[config.mk]
export PLATFORM = sky130hd
export DESIGN_NAME = spi_word_master
export DESIGN_NICKNAME = d
export VERILOG_FILES = /design/src/rtl/spi_mst_pkg.sv /design/src/rtl/spi_phase_calc.sv /design/src/rtl/spi_shift_unit.sv /design/src/rtl/spi_word_master.sv
export SDC_FILE = /design/constraint.sdc
export NUM_CORES = 1
export LEC_CHECK = 0
export BUFFER_PORTS_ARGS = -buffer_cell sky130_fd_sc_hd__buf_2
export CAP_MARGIN = 25
export CORE_ASPECT_RATIO = 0.5
export CORE_MARGIN = 4
export CORE_UTILIZATION = 35
export CTS_CLUSTER_SIZE = 40
export DETAILED_ROUTE_END_ITERATION = 12
export PLACE_DENSITY = 0.5
export SYNTH_ARGS = -nofsm -noshare
export SYNTH_HDL_FRONTEND = slang
export SYNTH_HIERARCHICAL = 1
export SYNTH_SLANG_ARGS = --single-unit
[constraint.sdc]
create_clock -name clk -period 7 [get_ports clk]
set_clock_uncertainty 0.05 [all_clocks]
set_input_delay 0.7 -clock clk [delete_from_list [all_inputs] [get_ports clk]]
set_output_delay 0.7 -clock clk [all_outputs]
set_load 0.01 [all_outputs]
[src/rtl/spi_mst_pkg.sv]
// Shared types for the serial word master.
// Assumes: nothing beyond IEEE 1800-2017 packages.
package spi_mst_pkg;
    // Controller phases: idle, select lead-in, clock high, clock low
    typedef enum logic [1:0] {
        ST_IDLE = 2'd0,
        ST_LEAD = 2'd1,
        ST_HIGH = 2'd2,
        ST_LOW  = 2'd3
    } spi_state_e;
endpackage

[src/rtl/spi_phase_calc.sv]
// Turns a divide setting into serial period, high-phase and low-phase
// lengths in system clocks. Purely combinational.
// Assumes: a divide of 0 is treated as 1 so every phase lasts at least one clock.
module spi_phase_calc #(
    parameter int DIV_W = 8,
    localparam int CNT_W = DIV_W + 1
) (
    input  logic [DIV_W-1:0] div,
    output logic [CNT_W-1:0] period_len,
    output logic [CNT_W-1:0] high_len,
    output logic [CNT_W-1:0] low_len
);
    logic [CNT_W-1:0] div_eff;

    // Derive the phase lengths: odd divide splits evenly, even divide favours high
    always_comb begin
        div_eff    = (div == '0) ? CNT_W'(1) : {1'b0, div};
        period_len = div_eff + CNT_W'(1);
        if (div_eff[0])
            high_len = period_len >> 1;
        else
            high_len = (div_eff >> 1) + CNT_W'(1);
        low_len = period_len - high_len;
    end

    // high phase never shorter than low, and at most one clock longer
    always_comb begin
        p_phase_split_r4: assert (high_len >= low_len && (high_len - low_len) <= CNT_W'(1));
    end
endmodule

[src/rtl/spi_shift_unit.sv]
// Transmit and receive shift registers. The transmit word is left-aligned
// on load so that its bit len-1 sits at the output. It advances on each
// clock-fall event. Receive bits enter at the bottom on each clock-rise event.
// Assumes: len is already clamped to 4..MAX_BITS by the caller.
module spi_shift_unit #(
    parameter int MAX_BITS = 32,
    parameter int LEN_W    = $clog2(MAX_BITS + 1)
) (
    input  logic                clk,
    input  logic                rst_n,
    input  logic                load,
    input  logic [MAX_BITS-1:0] tx_word,
    input  logic [LEN_W-1:0]    len,
    input  logic                shift_ev,
    input  logic                sample_ev,
    input  logic                miso,
    output logic                mosi_bit,
    output logic [MAX_BITS-1:0] rx_bits
);
    logic [MAX_BITS-1:0] tx_sh;

    // Transmit register: align the word on load, move one bit up per fall
    always_ff @(posedge clk) begin
        if (!rst_n)
            tx_sh <= '0;
        else if (load)
            tx_sh <= tx_word << (MAX_BITS - int'(len));
        else if (shift_ev)
            tx_sh <= tx_sh << 1;
    end

    // Receive register: clear on load, append the line value on each rise
    always_ff @(posedge clk) begin
        if (!rst_n)
            rx_bits <= '0;
        else if (load)
            rx_bits <= '0;
        else if (sample_ev)
            rx_bits <= {rx_bits[MAX_BITS-2:0], miso};
    end

    assign mosi_bit = tx_sh[MAX_BITS-1];

    // shifting and sampling are never requested together with a load
    p_no_load_overlap_r6: assert property (@(posedge clk) disable iff (!rst_n)
        load |-> !(shift_ev || sample_ev));
endmodule

[src/rtl/spi_word_master.sv]
// Serial peripheral master for one word per start. It sequences select
// lead-in, clock high and low phases and the end of transfer, and drives the
// pins from registers.
// Assumes: synchronous active-low reset; miso is stable around each rising sclk.
module spi_word_master #(
    parameter int MAX_BITS = 32,
    parameter int DIV_W    = 8,
    parameter int LEN_W    = $clog2(MAX_BITS + 1)
) (
    input  logic                clk,
    input  logic                rst_n,
    input  logic                start,
    input  logic [MAX_BITS-1:0] tx_word,
    input  logic [LEN_W-1:0]    word_len,
    input  logic [DIV_W-1:0]    div,
    output logic                busy,
    output logic                done,
    output logic [MAX_BITS-1:0] rx_word,
    output logic                sclk,
    output logic                ss_n,
    output logic                mosi,
    output logic                mosi_oe,
    input  logic                miso
);
    import spi_mst_pkg::*;

    localparam int MIN_BITS = 4;
    localparam int CNT_W    = DIV_W + 1;

    spi_state_e          state;
    logic [CNT_W-1:0]    cnt;
    logic [CNT_W-1:0]    per_len, hi_len, lo_len;
    logic [DIV_W-1:0]    div_q, div_sel;
    logic [LEN_W-1:0]    len_eff, bits_left;
    logic                sclk_q, ss_n_q, oe_q, done_q;
    logic [MAX_BITS-1:0] rx_q, rx_sh;
    logic                mosi_bit;
    logic                load, at_zero, rise_ev, fall_ev;

    // Clamp the requested length into the supported range
    always_comb begin
        if (word_len < LEN_W'(MIN_BITS))
            len_eff = LEN_W'(MIN_BITS);
        else if (word_len > LEN_W'(MAX_BITS))
            len_eff = LEN_W'(MAX_BITS);
        else
            len_eff = word_len;
    end

    // Event decode: load, rising edge due, falling edge with bits remaining
    always_comb begin
        div_sel = (state == ST_IDLE) ? div : div_q;
        load    = (state == ST_IDLE) && start;
        at_zero = (cnt == '0);
        rise_ev = ((state == ST_LEAD) || (state == ST_LOW)) && at_zero;
        fall_ev = (state == ST_HIGH) && at_zero && (bits_left != '0);
    end

    spi_phase_calc #(.DIV_W(DIV_W)) u_phase (
        .div        (div_sel),
        .period_len (per_len),
        .high_len   (hi_len),
        .low_len    (lo_len)
    );

    spi_shift_unit #(.MAX_BITS(MAX_BITS), .LEN_W(LEN_W)) u_shift (
        .clk       (clk),
        .rst_n     (rst_n),
        .load      (load),
        .tx_word   (tx_word),
        .len       (len_eff),
        .shift_ev  (fall_ev),
        .sample_ev (rise_ev),
        .miso      (miso),
        .mosi_bit  (mosi_bit),
        .rx_bits   (rx_sh)
    );

    // Transfer sequencer: phase counting, pin registers and completion
    always_ff @(posedge clk) begin
        if (!rst_n) begin
            state     <= ST_IDLE;
            cnt       <= '0;
            bits_left <= '0;
            div_q     <= '0;
            sclk_q    <= 1'b0;
            ss_n_q    <= 1'b1;
            oe_q      <= 1'b0;
            done_q    <= 1'b0;
            rx_q      <= '0;
        end else begin
            done_q <= 1'b0;
            case (state)
                ST_IDLE: begin
                    if (start) begin
                        state     <= ST_LEAD;
                        cnt       <= per_len - CNT_W'(1);
                        div_q     <= div;
                        bits_left <= len_eff - LEN_W'(1);
                        ss_n_q    <= 1'b0;
                        oe_q      <= 1'b1;
                    end
                end
                ST_LEAD, ST_LOW: begin
                    if (at_zero) begin
                        state  <= ST_HIGH;
                        cnt    <= hi_len - CNT_W'(1);
                        sclk_q <= 1'b1;
                    end else begin
                        cnt <= cnt - CNT_W'(1);
                    end
                end
                ST_HIGH: begin
                    if (at_zero) begin
                        sclk_q <= 1'b0;
                        if (bits_left == '0) begin
                            state  <= ST_IDLE;
                            ss_n_q <= 1'b1;
                            oe_q   <= 1'b0;
                            done_q <= 1'b1;
                            rx_q   <= rx_sh;
                        end else begin
                            state     <= ST_LOW;
                            cnt       <= lo_len - CNT_W'(1);
                            bits_left <= bits_left - LEN_W'(1);
                        end
                    end else begin
                        cnt <= cnt - CNT_W'(1);
                    end
                end
                default: state <= ST_IDLE;
            endcase
        end
    end

    assign busy    = (state != ST_IDLE);
    assign done    = done_q;
    assign rx_word = rx_q;
    assign sclk    = sclk_q;
    assign ss_n    = ss_n_q;
    assign mosi_oe = oe_q;
    assign mosi    = oe_q & mosi_bit;

    // busy tracks the select line
    p_busy_ss_r1: assert property (@(posedge clk) disable iff (!rst_n)
        busy == !ss_n);
    // clock rests low while deselected
    p_idle_low_r5: assert property (@(posedge clk) disable iff (!rst_n)
        ss_n |-> !sclk);
    // clock rises only while selected
    p_rise_sel_r5: assert property (@(posedge clk) disable iff (!rst_n)
        $rose(sclk) |-> !ss_n);
    // driver enable matches select
    p_oe_sel_r8: assert property (@(posedge clk) disable iff (!rst_n)
        mosi_oe == !ss_n);
    // data holds except where the clock has just fallen
    p_mosi_hold_r6: assert property (@(posedge clk) disable iff (!rst_n)
        (!ss_n && !$past(ss_n) && !$fell(sclk)) |-> $stable(mosi));
    // done accompanies the rise of select
    p_done_rise_r9: assert property (@(posedge clk) disable iff (!rst_n)
        $rose(ss_n) |-> done);
    // done lasts one cycle
    p_done_once_r9: assert property (@(posedge clk) disable iff (!rst_n)
        done |=> !done);
endmodule

* Yosys cells after proc, flatten, opt, wreduce, memory -nomap -nowiden
Index checks and enable logic that the tools add are counted.
** Cells by class
- $add $sub $neg :: 10
- Magnitude comparators :: 2
- Equality and inequality tests :: 9
- Shifts and indexed selects :: 1
- Mux-type cells :: 33
- Bitwise logic cells :: 2
- Reduce and logical (&&, ||, !) cells :: 24
** Operators by type and width (count)
- $mux W32 :: 2
- $mux W9 :: 5
- $sub A9 B1 Y9 const B :: 4
- $shl A32 B32 Y32 :: 1
- $mux W6 :: 5
- $pmux W9 S3 :: 1
- $mux W8 :: 2
- $pmux W6 S2 :: 1
- $reduce_and A3 Y1 :: 4
- $sub A6 B1 Y6 const B :: 2
- $add A8 B1 Y9 const B :: 1
- $add A9 B1 Y9 const B :: 1
- $logic_not A9 Y1 :: 1
- $mux W1 :: 9
- $sub A9 B9 Y9 :: 1
- $logic_not A8 Y1 :: 1
- $mux W2 :: 4
- $ne A2 B2 Y1 const B :: 4
- $reduce_and A4 Y1 :: 2
- $reduce_bool A2 Y1 :: 4
- $sub A6 B6 Y7 const A :: 1
- $gt A6 B6 Y1 const B :: 1
- $logic_not A6 Y1 :: 1
- $lt A6 B3 Y1 const B :: 1
- other kinds (14) :: 22
** Word-level totals
- Flip-flop bits (word level) :: 125
- Input port bits :: 50
- Output and inout bits :: 38
- Word-level logic and storage cells :: 92

* Longest topological paths before layout
Gate-level depths: netlist of run 1.
- Word-level depth :: 11
- Gate-level depth with buffers :: 24
- Depth with buffers taken out :: 21

* By module
Netlist of run 1, hierarchy kept.
** By module, submodules not included
- spi_shift_unit :: instances 1, cells each 520, area each 4586.9 µm²
- spi_word_master :: instances 1, cells each 460, area each 3370.7 µm²
- spi_phase_calc :: instances 1, cells each 148, area each 991.0 µm²

* Least setup slack after synthesis of run 1
Ideal clock, no wire load.
- Path kind :: flip-flop to flip-flop
- From :: register state[0]
- To :: register cnt[7]
- Arrival :: 4859 ps
- Data required time :: 6864 ps
- Setup slack :: 2006 ps
- Cell stages (with the launch flop) :: 24
- Path buffers :: 3
- Clock period less this slack :: 4994 ps
- Cells stage by stage :: dfxtp_1 -> nor2_1 -> inv_1 -> buf_1 -> nand2_1 -> nand2_1 -> clkbuf_1 -> buf_2 -> nor4_1 -> nand2_1 -> nand2_1 -> ha_1 -> fa_1 -> and2b_1 -> o22a_1 -> o21ai_0 -> a211o_1 -> o22ai_1 -> nand2_1 -> nor2_1 -> or4b_2 -> a21oi_1 -> a2111oi_0 -> a211oi_1
** On the way
- Cells in the longest elaborated chain, start to end :: 11
** Ends and longest elaborated chain
- start, declared :: line spi_word_master.sv:30 : spi_state_e state;
- start signal, assigned :: line spi_word_master.sv:82 : state <= ST_IDLE;
- start signal, assigned :: line spi_word_master.sv:96 : state <= ST_LEAD;
- start signal, assigned :: line spi_word_master.sv:106 : state <= ST_HIGH;
- $logic_not A2 Y1 * :: line spi_word_master.sv:52 : div_sel = (state == ST_IDLE) ? div : div_q;
- $mux W8 * :: line spi_word_master.sv:52
- net div_sel[5] :: line spi_word_master.sv:33 : logic [DIV_W-1:0] div_q, div_sel;
- $logic_not A8 Y1 :: line spi_phase_calc.sv:17 : div_eff = (div == '0) ? CNT_W'(1) : {1'b0, div};
- $mux W8 * :: line spi_phase_calc.sv:17
- $add A9 B1 Y9 or $add A8 B1 Y9 (tied branches) :: line spi_phase_calc.sv:18, spi_phase_calc.sv:22
- $mux W9 :: line spi_phase_calc.sv:19 : if (div_eff[0])
- $sub A9 B9 Y9 * :: line spi_phase_calc.sv:23 : low_len = period_len - high_len;
- net lo_len[6] :: line spi_word_master.sv:32 : logic [CNT_W-1:0] per_len, hi_len, lo_len;
- $sub A9 B1 Y9 * :: line spi_word_master.sv:124 : cnt <= lo_len - CNT_W'(1);
- $mux W9 * :: line spi_word_master.sv:116 : if (bits_left == '0) begin
- $mux W9 * :: line spi_word_master.sv:114 : if (at_zero) begin
- $pmux W9 S3 * :: line spi_word_master.sv:93 : case (state)
- end signal, assigned :: line spi_word_master.sv:97 : cnt <= per_len - CNT_W'(1);
- end signal, assigned :: line spi_word_master.sv:124
- end signal, assigned :: line spi_word_master.sv:128 : cnt <= cnt - CNT_W'(1);
- end, declared :: line spi_word_master.sv:31 : logic [CNT_W-1:0] cnt;
The timed path passes the listed nets; every way through them passes the cells marked *. The select of a mux whose other input is x is not followed.
A chain may end at the register's enable or synchronous reset.

* Final worst setup path of run 1
- From :: register state[0]
- To :: register cnt[7]
** On the way
- Cells in the longest elaborated chain, start to end :: 11
** Ends and longest elaborated chain (line)
- $logic_not A2 Y1 * :: spi_word_master.sv:52
- $mux W8 * :: spi_word_master.sv:52
- net div_sel[5] :: spi_word_master.sv:33
- $logic_not A8 Y1 * :: spi_phase_calc.sv:17
- $mux W8 * :: spi_phase_calc.sv:17
- $add A9 B1 Y9 or $add A8 B1 Y9 (tied branches) :: spi_phase_calc.sv:18, spi_phase_calc.sv:22
- $mux W9 :: spi_phase_calc.sv:19
- $sub A9 B9 Y9 * :: spi_phase_calc.sv:23
- net lo_len[0] :: spi_word_master.sv:32
- $sub A9 B1 Y9 * :: spi_word_master.sv:124
- $mux W9 * :: spi_word_master.sv:116
- $mux W9 * :: spi_word_master.sv:114
- $pmux W9 S3 * :: spi_word_master.sv:93
Marks and branches as above.

==> results.txt, run 1 <==
Status: finished, final reports clean
Total of fill cells in the finished design: 2,566
# H-tree levels: 4
Fin area: 10,100 um^2
Final Routed Wirelength: 25.3 mm
Unrepaired setup endpoints after global routing: false
Clk_lat worst skew: 420 ps
CTS resizes: 0
Worst min-delay path class: flop to flop
Sequential power share: 27.8%
CP Data Required Time: 7290 ps
Post-synth EDFFs: 0
Total Neg Setup Slack: 0 ps
Post-synth top flop: dfxtp_1
Count of pins over their slew limit: 0
Area of the die: 28,300 um^2
Worst Setup End Kind: flop
Peak VDD IR: 0.000183 V
Core area: 25,200 um^2
Clock root buffer: clkbuf_16
Most frequent cell after synthesis: nand2_1
Initial antenna violation count: 0
Final setup fails: 0
GPL Wtd Cong: 0.883
Flip-flop and latch area: 2500 um^2
Leak pwr: 0.00391 uW
Multi-input gate area: 5790 um^2
Net Switching: 1170 uW
Critical-path cell list: nor2_1, buf_4, inv_1, nand2_1, nand2_1, nor4_1, nand2_1, nand2_1, ha_1, inv_1, ha_1, nor2b_1, o31a_1, o31ai_1, nand3_1, mux2i_1, o221ai_1, or4b_2, a21oi_1, a2111oi_0, a211oi_1
CTS sink cnt: 125
Largest net degree at the start of global routing: 52
Total global-route track usage: 17.7%
Worst Tran Pin Value: 1010 ps
Starting density of the core: 35.5%
Clk pin slew, worst setup/hold paths: 60 ps
Layout Nets: 1,223
# DRC: 0
CP max stage delay: 670 ps
Top post-synthesis cells by area: dfxtp_1 (28%), mux2i_1 (8.1%), nand2_1 (6.7%)
DR iter-0 viols: 733
Synth top area share: 28.0%
Seq/Total Area, Yosys: 28.0%
Crit Path Category: flop to flop
First-pass GRT wire length: 40.7 mm
Post-DP HPWL: 18.2 mm
TritonCTS Buffers: 17
# IOs: 88
Via-to-Cell Ratio: 5.39
CTS tree: built
Worst hold start: rx_word[5]
Asr flop ratio synth: 0%
Critical-path maximum fanout: 24
Fin crit period: 5560 ps
Unique cell type count in the Yosys netlist: 100
CP max stage cell: or4b_2
Fin crit share: 79.4%
Max-cap violations: 0
Cell taking the most area after synthesis: dfxtp_1
Mapped Nets: 1,190
CP Launch Point: state[0]
Height of the die: 121 um
Slew headroom: 32.5%
Crit path DAT: 5850 ps
Syn Std Cell Area: 8950 um^2
Average size of a mapped cell: 7.93 um^2
PD cells: 292 nW/um^2
Avg WL per Cell: 16.7 um
Detail Route Antenna Nets: 0
Via count: 8,180
Worst hold slack: 396 ps
Fmax: 180 MHz
Placed cell area: 9510 um^2
Share of cells above drive strength 1: 17.5%
Internal Power: 1770 uW
Syn. warnings: 6
Post-synthesis register bit count: 125
Core Util, Final: 40.1%
Sw Ratio: 39.8%
Final Hold Fails: 0
FF-to-FF Start: state[0]
Global route overflow: 0
PortBufs: 87
Startpoint Class: flop
Clock share of power: 29.8%
Ant diodes: 0
# Post-CTS Setup Buffers: 0
P&R area growth vs syn: 12.8%
Synth cell count leaders: nand2_1 (160), dfxtp_1 (125), a21oi_1 (114)
Vias in the first global route: 7,567
Most used cell, CP: nand2_1
Post-CTS Hold Fix Bufs: 0
Drt pass-1 iters: 5
Clock Tree Buf Depth: 2
Die width: 234 um
Cells after synthesis: 1,128
Combinational share of power: 42.5%
Row cnt: 41
## state kept, by name, indices dropped and copies added, names as in the netlist
name / cells
ss_n: 1
u_shift/rx_bits: 32
bits_left: 6
state: 2
div_q: 8
cnt: 9
mosi_oe: 1
sclk: 1
rx_word: 32
u_shift/tx_sh: 32
done: 1
## area by class of cell
class	count	share of cell area (%)
Multi-Input combinational cell	862	57.4
Sequential cell	125	24.8
Timing Repair Buffer	102	5.78
Clock buffer	19	4.39
Tap cell	344	4.26
Inverter	53	1.98
Clock inverter	13	1.41
## final timing paths
| path | to | slack [ps] | depth (start not counted) |
|---|---|---|---|
| max | cnt[7] | 1440 | 21 |
| min reg2reg | rx_word[5] | 400 | 2 |
| max reg2reg | cnt[7] | 1440 | 21 |
| min | rx_word[5] | 400 | 2 |
## critical path: cells and delay by family, from the launching register on
family,cells,cell delay (ps)
and+or+nand+nor,9,2030
muxes,1,180
buffers and inverters,3,810
DFF,1,580
adders and majority gates,2,630
AOI/OAI and AO/OA,6,1190
## cell usage in the layout, fill, tap and decap left out, drive strengths merged, types with 9 or more instances in the layout
cell type / n
nor2: 99
clkbuf: 19
and2: 11
xor2: 15
ha: 11
nand3: 19
o21ai: 57
xnor2: 27
mux2: 25
nor3b: 11
o211ai: 10
mux2i: 73
a21oi: 115
inv: 53
buf: 102
nor2b: 13
dfxtp: 125
o22ai: 13
nand2b: 9
mux4: 17
nor3: 26
a31oi: 12
nand2: 161
or3: 11
## through the flow
stage / total power [uW] / setup slack, ps / cells
2_1_floorplan: 1790 / 2010 / 1128
3_3_place_gp: 2060 / 1660 / 1482
3_5_place_dp: 2060 / 1500 / 1486
4_1_cts: 2960 / 1470 / 1518
5_1_grt: 3140 / 1020 / 1518
6_report: 2950 / 1440 / 1518
## layer usage
metal  vias up  global-route usage (%)  part of all wire [%]
met5         -                       0                     0
met4         0                    4.52                   1.3
met3        28                    3.07                   4.8
met2       202                    28.2                    45
met1      3853                    24.7                    48
li1       4097                       -                     -
## power by group through the flow
stage / registers [uW] / clock network (uW) / logic [uW]
detailed placement: 832 / 0 / 1230
finish: 818 / 878 / 1250
floorplan: 816 / 0 / 975
global route: 825 / 930 / 1390
CTS: 817 / 902 / 1240
global placement: 833 / 0 / 1230
## cell families (layout without fill, tap and decap cells)
kind of cell    Yosys count  after routing  synth area share, %
compound gates          293            293                 20.7
xor+xnor                 42             42                 4.61
fa+ha+maj                12             12                 1.76
buf+inv                 141            187                 7.48
flops                   125            125                 28.0
mux                     115            115                 16.0
other cells               1              1               0.0419
simple gates            399            399                 21.4
(Power assumes the default switching activity.)
==> inputs of run 2 (changes only) <==
==> constraint.sdc (replaced) <==
create_clock -name clk -period 5.6 [get_ports clk]
set_clock_uncertainty 0.05 [all_clocks]
set_input_delay 0.56 -clock clk [delete_from_list [all_inputs] [get_ports clk]]
set_output_delay 0.56 -clock clk [all_outputs]
set_load 0.01 [all_outputs]
==> results.txt, run 2 (synthesis results as in run 1) <==
CTS resizes: 0
Post-DP HPWL: 18.0 mm
Clk pin slew, worst setup/hold paths: 60 ps
Height of the die: 121 um
P&R area growth vs syn: 13.7%
CTS sink cnt: 125
Share of cells above drive strength 1: 17.8%
Total Neg Setup Slack: 0 ps
PD cells: 366 nW/um^2
Row cnt: 41
Detail Route Antenna Nets: 0
Total global-route track usage: 17.6%
Unrepaired setup endpoints after global routing: false
Avg WL per Cell: 16.4 um
Via-to-Cell Ratio: 5.37
Dpl cells: 1,491
Drt pass-1 iters: 5
Fin area: 10,200 um^2
GRT met3 Usage: 3.49%
Max-cap violations: 0
Critical-path maximum fanout: 15
Area of the die: 28,300 um^2
Slew headroom: 35.0%
Vias in the first global route: 7,747
Status: finished, final reports clean
PortBufs: 87
Via count: 8,201
Largest net degree at the start of global routing: 52
Startpoint Class: flop
Fin cells: 1,526
GPL Wtd Cong: 0.853
CTS tree: built
# DRC: 0
Layout Nets: 1,231
First-pass GRT wire length: 40.5 mm
Commonest non-fill, non-tap cells in the layout: nand2_1 (160), dfxtp_1 (125), a21oi_1 (114), nor2_1 (98), buf_2 (87)
Clock root buffer: clkbuf_16
Placed cell area: 9550 um^2
Fin crit share: 86.0%
Core area: 25,200 um^2
# H-tree levels: 4
Leak pwr: 0.00396 uW
Global route overflow: 0
Final Routed Wirelength: 25.1 mm
Fin crit period: 4820 ps
Crit path DAT: 5110 ps
Final setup fails: 0
Dpl ws: 782 ps
GR Layer Usage met1: 24.4%
Final Hold Fails: 0
TritonCTS Buffers: 17
Final worst slack: 784 ps
Crit Path Category: flop to flop
Ant diodes: 0
Starting density of the core: 35.5%
Core Util, Final: 40.4%
Fmax: 208 MHz
Clk_lat worst skew: 420 ps
DR iter-0 viols: 674
Grt met2 use: 28.3%
# Post-CTS Setup Buffers: 0
Clock Tree Buf Depth: 2
Total of fill cells in the finished design: 2,614
Most crowded layer after global routing: met2
Worst Tran Pin Value: 973 ps
Die width: 234 um
# IOs: 88
Worst min-delay path class: input pin to flop
Count of pins over their slew limit: 0
Initial antenna violation count: 0
CP Data Required Time: 5890 ps
Post-CTS Hold Fix Bufs: 0
Peak VDD IR: 0.000253 V
Most common cell after layout, fill and taps aside: nand2_1
R2r setup slk: 780 ps
Worst Setup End Kind: flop
-- run 2: area by class of cell --
class,instances,area [um^2],area share [%]
clock buffer,22,454,4.46
clock inverter,10,140,1.38
inverter,53,200,1.97
multi-input combinational,862,5790,56.9
sequential,125,2500,24.6
tap,344,430,4.23
timing repair buffer,110,654,6.43
-- run 2: per-stage QoR --
| step | total power, uW | hold WS (ps) |
|---|---|---|
| after detailed placement | 2580 | 391 |
| after floorplan | 2240 | 386 |
| after global placement | 2560 | 387 |
| final | 3720 | 337 |
| after CTS | 3720 | 323 |
| after global routing | 3950 | 328 |
-- run 2: power breakdown --
part,internal (uW),switching (uW)
registers,961,53.9
clock network,711,409
logic,605,979
total,2280,1440
-- run 2: worst paths after layout --
check,start,endpoint,cells after the start
worst max-delay path,state[0],cnt[7],20
worst min-delay path,miso,u_shift/rx_bits[0],3
worst max register to register,state[0],cnt[7],20
worst min register to register,rx_word[1],rx_word[1],2
-- run 2: layer usage --
metal / wire, um / up-vias
met5: 0 / -
met4: 257 / 0
met3: 1050 / 27
met2: 11400 / 192
met1: 12300 / 3881
li1: - / 4101
-- run 2: critical path, cell delays in order, from the launching register on --
cell	delay, ps
dfxtp_1	310
nor2_1	140
inv_1	280
nand2_1	150
nand2_1	270
nor4_1	260
nand2_1	90
nand2_1	110
ha_1	270
inv_1	210
ha_1	270
nor2b_1	140
o31a_1	280
o31ai_1	240
nand3_1	170
mux2i_1	180
o221ai_1	170
or4b_2	660
a21oi_1	160
a2111oi_0	80
a211oi_1	230
==> inputs of run 3 (changes only) <==
--- a/config.mk
+++ b/config.mk
@@ -7,7 +7,6 @@
 export LEC_CHECK = 0
 export BUFFER_PORTS_ARGS = -buffer_cell sky130_fd_sc_hd__buf_2
 export CAP_MARGIN = 25
-export CORE_ASPECT_RATIO = 0.5
 export CORE_MARGIN = 4
 export CORE_UTILIZATION = 35
 export CTS_CLUSTER_SIZE = 40
==> results.txt, run 3 (synthesis results as in run 1) <==
Final worst slack: 566 ps
CP max stage delay: 660 ps
Bufs and invs on worst path: 2
CTS sink cnt: 125
Worst Setup End Kind: flop
Dpl ws: 582 ps
# H-tree levels: 4
Initial antenna violation count: 0
Worst min-delay path class: input pin to flop
Status: finished, final reports clean
Detail Route Antenna Nets: 0
Crit Path Category: flop to flop
Grt met2 use: 29.1%
Max-cap violations: 0
Count of pins over their slew limit: 0
Fmax: 199 MHz
Fin crit period: 5030 ps
Commonest non-fill, non-tap cells in the layout: nand2_1 (160), dfxtp_1 (125), a21oi_1 (114), nor2_1 (98), buf_2 (87)
# Post-CTS Setup Buffers: 0
Total global-route track usage: 17.8%
Post-DP HPWL: 18.1 mm
CP Data Required Time: 5880 ps
Post-CTS Hold Fix Bufs: 0
Row cnt: 58
Final Routed Wirelength: 25.2 mm
Core area: 25,200 um^2
CP delay by family, top: simple AND/OR/NAND/NOR gates
Most crowded layer after global routing: met2
TritonCTS Buffers: 17
Critical-path cell list: nor2_1, inv_1, nand2_1, nand2_1, nor3_1, nand2_1, nand2_1, ha_1, inv_1, ha_1, nor2b_1, o31a_1, o31ai_1, nand3_1, mux2i_1, o221ai_1, or4b_2, a21oi_1, a2111oi_0, a211oi_1
Layout Nets: 1,231
Clock root buffer: clkbuf_16
Largest net degree at the start of global routing: 52
DR iter-0 viols: 653
Startpoint Class: flop
PD cells: 368 nW/um^2
Via count: 8,175
# DRC: 0
First-pass GRT wire length: 41.8 mm
Most common cell after layout, fill and taps aside: nand2_1
Avg WL per Cell: 16.7 um
Clock Tree Buf Depth: 2
Peak VDD IR: 0.000173 V
Final Hold Fails: 0
PortBufs: 87
Height of the die: 168 um
Drt pass-1 iters: 5
Worst Tran Pin Value: 1050 ps
Share of cells above drive strength 1: 18.1%
Critical-path maximum fanout: 15
Via-to-Cell Ratio: 5.41
Die width: 168 um
Clk pin slew, worst setup/hold paths: 70 ps
P&R area growth vs syn: 13.2%
Unrepaired setup endpoints after global routing: false
Starting density of the core: 35.5%
Fin crit share: 89.9%
GRT met3 Usage: 2.63%
Clk_lat worst skew: 410 ps
CTS tree: built
Most used cell, CP: nand2_1
Total power: 3730 uW
R2r setup slk: 570 ps
CTS resizes: 0
Slew headroom: 29.3%
Crit path DAT: 5310 ps
Vias in the first global route: 7,879
GPL Wtd Cong: 0.845
Area of the die: 28,200 um^2
Leak pwr: 0.00396 uW
# IOs: 88
Ant diodes: 0
Final setup fails: 0
CP max stage cell: or4b_2
Global route overflow: 0
Total Neg Setup Slack: 0 ps
GR Layer Usage met1: 24.6%
==> run 3: worst paths after layout <==
kind	from	to	cells after the start
worst max-delay path	state[1]	cnt[7]	20
worst min-delay path	miso	u_shift/rx_bits[0]	3
worst max register to register	state[1]	cnt[7]	20
worst min register to register	rx_word[4]	rx_word[4]	2
==> run 3: tightest hold or removal path: cells and delay by family <==
| family | cells | cell delay (ps) |
|---|---|---|
| buf+inv | 1 | 80 |
| simple gates | 1 | 70 |
| mux | 1 | 60 |
==> run 3: area by class of cell <==
class	instances	area [um^2]
Timing Repair Buffer	110	608
Multi-Input combinational cell	862	5790
Tap cell	330	413
Sequential cell	125	2500
Clock buffer	17	425
Clock inverter	15	188
Fill cell	2615	15100
Inverter	53	200
==> run 3: layer usage <==
layer | up-vias | part of all wire [%]
li1 | 4100 | -
met3 | 27 | 3.4
met1 | 3889 | 48
met4 | 0 | 1.4
met2 | 159 | 47
met5 | - | 0
==> run 3: power by group <==
group	internal, uW	switching (uW)	leakage [uW]	total, uW
logic	593	964	0.00264	1560
clock network	682	474	0.000301	1160
registers	961	56.7	0.00102	1020
total	2240	1490	0.00396	3730
==> run 3: stage by stage <==
| step | utilization (%) | area, um^2 | std cells | hold slack [ps] |
|---|---|---|---|---|
| floorplan | - | 8950 | 1128 | 386 |
| global placement | 37.8 | 9510 | 1479 | 389 |
| detailed placement | 37.8 | 9520 | 1480 | 394 |
| CTS | 40.2 | 10100 | 1512 | 327 |
| global route | 40.2 | 10100 | 1512 | 342 |
| finish | 40.2 | 10100 | 1512 | 343 |
